===== config.mk =====
export PLATFORM = sky130hd
export DESIGN_NAME = bcc_err_latch
export DESIGN_NICKNAME = d
export VERILOG_FILES = /design/src/rtl/bcc_pkg.sv /design/src/rtl/bcc_err_latch.sv
export SDC_FILE = /design/constraint.sdc
export NUM_CORES = 1
export LEC_CHECK = 0
export CORE_UTILIZATION = 47
export CTS_CLUSTER_DIAMETER = 100
export DETAILED_ROUTE_END_ITERATION = 7
export GPL_TIMING_DRIVEN = 0
export PLACE_DENSITY = 0.8
export SLEW_MARGIN = 0
export SYNTH_ARGS = -nofsm -noshare
export SYNTH_HDL_FRONTEND = slang
export SYNTH_SLANG_ARGS = --single-unit

===== constraint.sdc =====
create_clock -name clk -period 4.2 [get_ports clk]
set_clock_uncertainty 0.2 [all_clocks]
set_input_delay 1.05 -clock clk [delete_from_list [all_inputs] [get_ports clk]]
set_output_delay 1.05 -clock clk [all_outputs]
set_load 0.02 [all_outputs]

===== src/rtl/bcc_pkg.sv =====
package bcc_pkg;
  localparam int          WORD_W   = 16;
  localparam int          IDX_W    = 8;
  localparam logic [15:0] CRC_POLY = 16'h1021;
  localparam logic [15:0] CRC_SEED = 16'h4ABA;

  typedef struct packed {
    logic             ev;
    logic             mismatch;
  } burst_close_t;
endpackage


===== src/rtl/bcc_err_latch.sv =====
module bcc_err_latch #(
  parameter int CNT_W = 8
) (
  input  logic             clk,
  input  logic             rst_n,
  input  logic             clear_i,
  input  bcc_pkg::burst_close_t close_i,
  output logic             first_err_o,
  output logic             err_o,
  output logic [CNT_W-1:0] idx_o,
  output logic [CNT_W-1:0] cnt_o
);
  logic             err_q;
  logic [CNT_W-1:0] idx_q;
  logic [CNT_W-1:0] cnt_q;

  assign first_err_o = close_i.ev & close_i.mismatch & ~err_q & ~clear_i;

  always_ff @(posedge clk or negedge rst_n) begin
    if (!rst_n) begin
      err_q <= 1'b0;
      idx_q <= '0;
      cnt_q <= '0;
    end else if (clear_i) begin
      err_q <= 1'b0;
      idx_q <= '0;
      cnt_q <= '0;
    end else if (close_i.ev) begin
      cnt_q <= cnt_q + 1'b1;
      if (first_err_o) begin
        err_q <= 1'b1;
        idx_q <= cnt_q;
      end
    end
  end

  assign err_o = err_q;
  assign idx_o = idx_q;
  assign cnt_o = cnt_q;

  p_err_sticky_r5: assert property (@(posedge clk) disable iff (!rst_n)
    (err_q && !clear_i) |=> err_q);
  p_idx_frozen_r5: assert property (@(posedge clk) disable iff (!rst_n)
    (err_q && !clear_i) |=> $stable(idx_q));
  p_clear_r9: assert property (@(posedge clk) disable iff (!rst_n)
    clear_i |=> (!err_q && cnt_q == '0));
  p_mismatch_sets_r4: assert property (@(posedge clk) disable iff (!rst_n)
    (close_i.ev && close_i.mismatch && !clear_i) |=> err_q);
endmodule


Yosys cells after proc, flatten, opt, wreduce, memory -nomap -nowiden --
Index checks and enable logic that the tools add are counted.
Word-level totals: flip-flop bits (word level) 17
Operators by class: add/subtract/negate cells 1, mux-type cells 8, bitwise logic cells 5, reductions and logical operators 3
Operators with widths (number):
- $mux 8 | 5
- $add 8x1->8 const B | 1
- $reduce_bool 2->1 | 2
- $and 1x1->1 | 3
- $mux 1 | 3
- $not 1->1 | 2
- $reduce_and 2->1 | 1

Logic depth before layout (Yosys ltp) --
depth after elaboration 6, depth in mapped cells 5

Worst setup path before layout --
OpenSTA, ideal clock, no wires.
path type input-to-output, start input close_i[1] in the netlist's numbering, end output first_err_o, arrival 1.754 ns, slack 1.196 ns, stages on the path 4, buffers on the path 2, cells stage by stage buf_4 -> nand3b_1 -> buf_2 -> nor2_1
Between the ends: longest elaborated chain between the ends 3
Ends and longest elaborated chain:
- start: declaration | RTL line bcc_err_latch.sv:7 | input bcc_pkg::burst_close_t close_i,
- $and 1x1->1 (3 in series) | RTL line bcc_err_latch.sv:17 | assign first_err_o = close_i.ev & close_i.mismatch & ~err_q & ~clear_i;
- end: declaration | RTL line bcc_err_latch.sv:8 | output logic first_err_o,
No other way between the ends.

Worst setup path in the final report --
start input close_i[0] in the netlist's numbering, end output first_err_o
The elaborated chain is that of the path after synthesis.

==> flow_summary_export.csv <==
group,metric,value,unit
logic_synthesis,ys_warn_count,0,
cts,cts-resized-gates,0,
critical_path,required,2.95,ns
die,ios,23,
cts,cts.sinks,17,
grt,grt_usage,18.59,%
timing,min_period,3.782,ns
critical_path,cpPeakStageDelay,0.61,ns
cts,ctsHoldBuffers,0,
critical_path,path_buf_inv,3,
timing,fin_tns_setup,0,ns
hold_path,min_delay_worst_endpoint,"err_o",
hold_path,hp-class,"reg -> reg",
drt,drt-total-wl,1422,um
power,ir_drop,0.1698,mV
placed_design,hpwl,1031,um
timing,tightestPinTransition,0.7365,ns
timing,fin_crit_sh,90.04,%
die,die_w,42,um
timing,final-hold-violation-count,0,
critical_path,path_max_fanout,9,
cts,cts_made_buffers,3,
final_layout,drive_gt1_share,6.522,%
timing,fmax,264.4,MHz
cts,cts_tree,"built",
logic_synthesis,synth.avg_cell_area,11.06,um2
power,p_per_area,288.6,nW/um2
drt,wl_per_cell,13.17,um
timing,finalSetupViolCount,0,
grt,grt_pass1_vias,569,
placed_design,dp.cells,104,
status,status,"finished clean",
drt,dr.pass1.iters,4,
logic_synthesis,yosysSeqAreaShare,56.57,%
cts,htree_levels,1,
timing,slew_headroom,50.75,%
critical_path,reg2reg_slack,2.65,ns
timing,report.final.slew_viol_count,0,
grt,grt_pass1_wl,2477,um
power,finalPower,288.2,uW
logic_synthesis,syn_nets,74,
cts,path_clk_slew,0.09,ns
cts,root_buffer,"clkbuf_4",
critical_path,r2r_end,"cnt_o[6]",
placed_design,place.gp.congestion,0.7694,
drt,ant_nets,0,
placed_design,portBuffers,20,
die,num_rows,14,
drt,vias,581,
critical_path,path_class,"in -> out",
job,drv_cap,0,
logic_synthesis,syn_area,752.0,um2
final_layout,syn_to_final_growth,32.78,%
final_layout,instances_no_fill,108,
logic_synthesis,syn_inst,68,
critical_path,crit_slowest_cell,"clkdlybuf4s50_1",
critical_path,startpoint,"close_i[0]",
critical_path,r2r-start,"cnt_o[1]",
die,dieArea,1764,um2
hold_path,worstHoldStart,"err_o",
critical_path,crit_arrival,2.53,ns
critical_path,path_cells,"clkdlybuf4s50_1, nand3b_1, buf_2, nor2_1, clkdlybuf4s50_1",
drt,drcViolationCount,0,
cts,clk_latency,0.28,ns
logic_synthesis,ys_ff_latch,17,
critical_path,critPathCaptureType,"primary output",
cts,clock_path_buffers,2,
timing,rsz0062_at_grt,"no",
final_layout,final_nets,99,
die,fp.dieH,42,um
critical_path,cp_top_family,"buffers and inverters",
grt,grt-ovfl-total,0,
hold_path,hold_depth,2,
die,initial_core_util,49.92,%
logic_synthesis,yosysUniqueCellTypes,18,
drt,routed_via_density,5.380,
grt,antenna_found_initial,0,
critical_path,critical_path.most_common_cell,"clkdlybuf4s50_1",
timing,holdWs,0.3346,ns
drt,drt_iter0_markers,14,
cts,cts_setup_buffers,0,
power,power_leakage,0.4727,nW
critical_path,setup.worst_path.start_class,"primary input",
critical_path,cp.depth,5,
final_layout,num_antenna_cells,0,
grt,grt_max_degree,18,
critical_path,worst_r2r_path_depth,4,
die,coreArea,1506,um2
state kept, by name, summed over array words and instances, names as in the netlist:
register,cells
err_o,1
cnt_o,8
idx_o,8
power breakdown:
| group | internal (mW) | switching [mW] | leakage (nW) | total, mW |
|---|---|---|---|---|
| Combinational | 0.0147 | 0.0187 | 0.223 | 0.0334 |
| Clock | 0.0368 | 0.0464 | 0.0150 | 0.0832 |
| Sequential | 0.167 | 0.00485 | 0.235 | 0.172 |
worst max-delay path by stage:
stage / slack, ns / endpoint
after floorplan: 1.20 / first_err_o
after global placement: 0.43 / first_err_o
after detailed placement: 0.42 / first_err_o
after CTS: 0.41 / first_err_o
after global routing: 0.33 / first_err_o
final: 0.42 / first_err_o
metrics by stage:
step	setup WS (ns)	area [um2]	utilization, %
final	0.4182	998.5	66.28
after global routing	0.3251	998.5	66.28
after CTS	0.4130	998.5	66.28
after detailed placement	0.4190	972.2	64.53
after global placement	0.4276	972.2	64.53
after floorplan	1.196	752.0	-
cells in the final DEF (no fill, tap or decap):
cell,count
a21oi_1,4
clkdlybuf4s50_1,20
nand4_1,2
nand3b_1,1
o21ai_0,3
buf_4,1
ha_1,1
or3_1,3
xor2_1,3
mux2i_1,9
nand3_1,2
nand4_4,1
nand2_1,2
dfrtp_1,17
xnor2_1,1
clkbuf_4,3
buf_1,1
buf_2,1
clkbuf_1,2
nor2_1,15
cell type report:
class,count,area [um2]
Clock buffer,4,26.28
Buffer,4,20.02
Tap cell,16,20.02
Sequential cell,17,425.4
Timing Repair Buffer,20,200.2
Multi-Input combinational cell,47,306.5
Fill cell,117,508.0
cells in the mapped netlist, drive strengths merged:
cell | instances | area share [%]
dfrtp | 17 | 57
nor2 | 15 | 7.5
mux2i | 9 | 12
a21oi | 4 | 2.7
buf | 3 | 2.2
nand4 | 3 | 4.5
o21ai | 3 | 2.0
or3 | 3 | 2.5
xor2 | 3 | 3.5
nand2 | 2 | 1.0
nand3 | 2 | 1.3
clkbuf | 1 | 0.50
ha | 1 | 1.7
nand3b | 1 | 1.0
xnor2 | 1 | 1.2
cell families (layout without fill, tap and decap cells):
| logic type | Yosys count | in the layout | share of synthesized area (%) |
|---|---|---|---|
| buffers and inverters | 4 | 28 | 2.661 |
| flip-flops | 17 | 17 | 56.57 |
| adder cells (fa/ha/maj) | 1 | 1 | 1.664 |
| XOR/XNOR | 4 | 4 | 4.660 |
| multiplexers | 9 | 9 | 11.98 |
| AO/OA/AOI/OAI | 7 | 7 | 4.658 |
| AND/OR/NAND/NOR | 26 | 26 | 17.80 |
layer usage:
metal  share of wire (%)  track usage [%]  vias up  routed length, um
li1                    -                -      282                  -
met5                   0                0        -                  0
met1                  44            21.51      282                626
met4                0.98            7.742        0                 14
met3                 2.8            2.586        2                 40
met2                  52            34.06       15                741
tightest hold or removal path: cells and delay by family, from the launching register on:
family	cells	cell delay, ns
AO/OA/AOI/OAI	1	0.05
flip-flops	1	0.37
AND/OR/NAND/NOR	1	0.08
(Power assumes the default switching activity.)
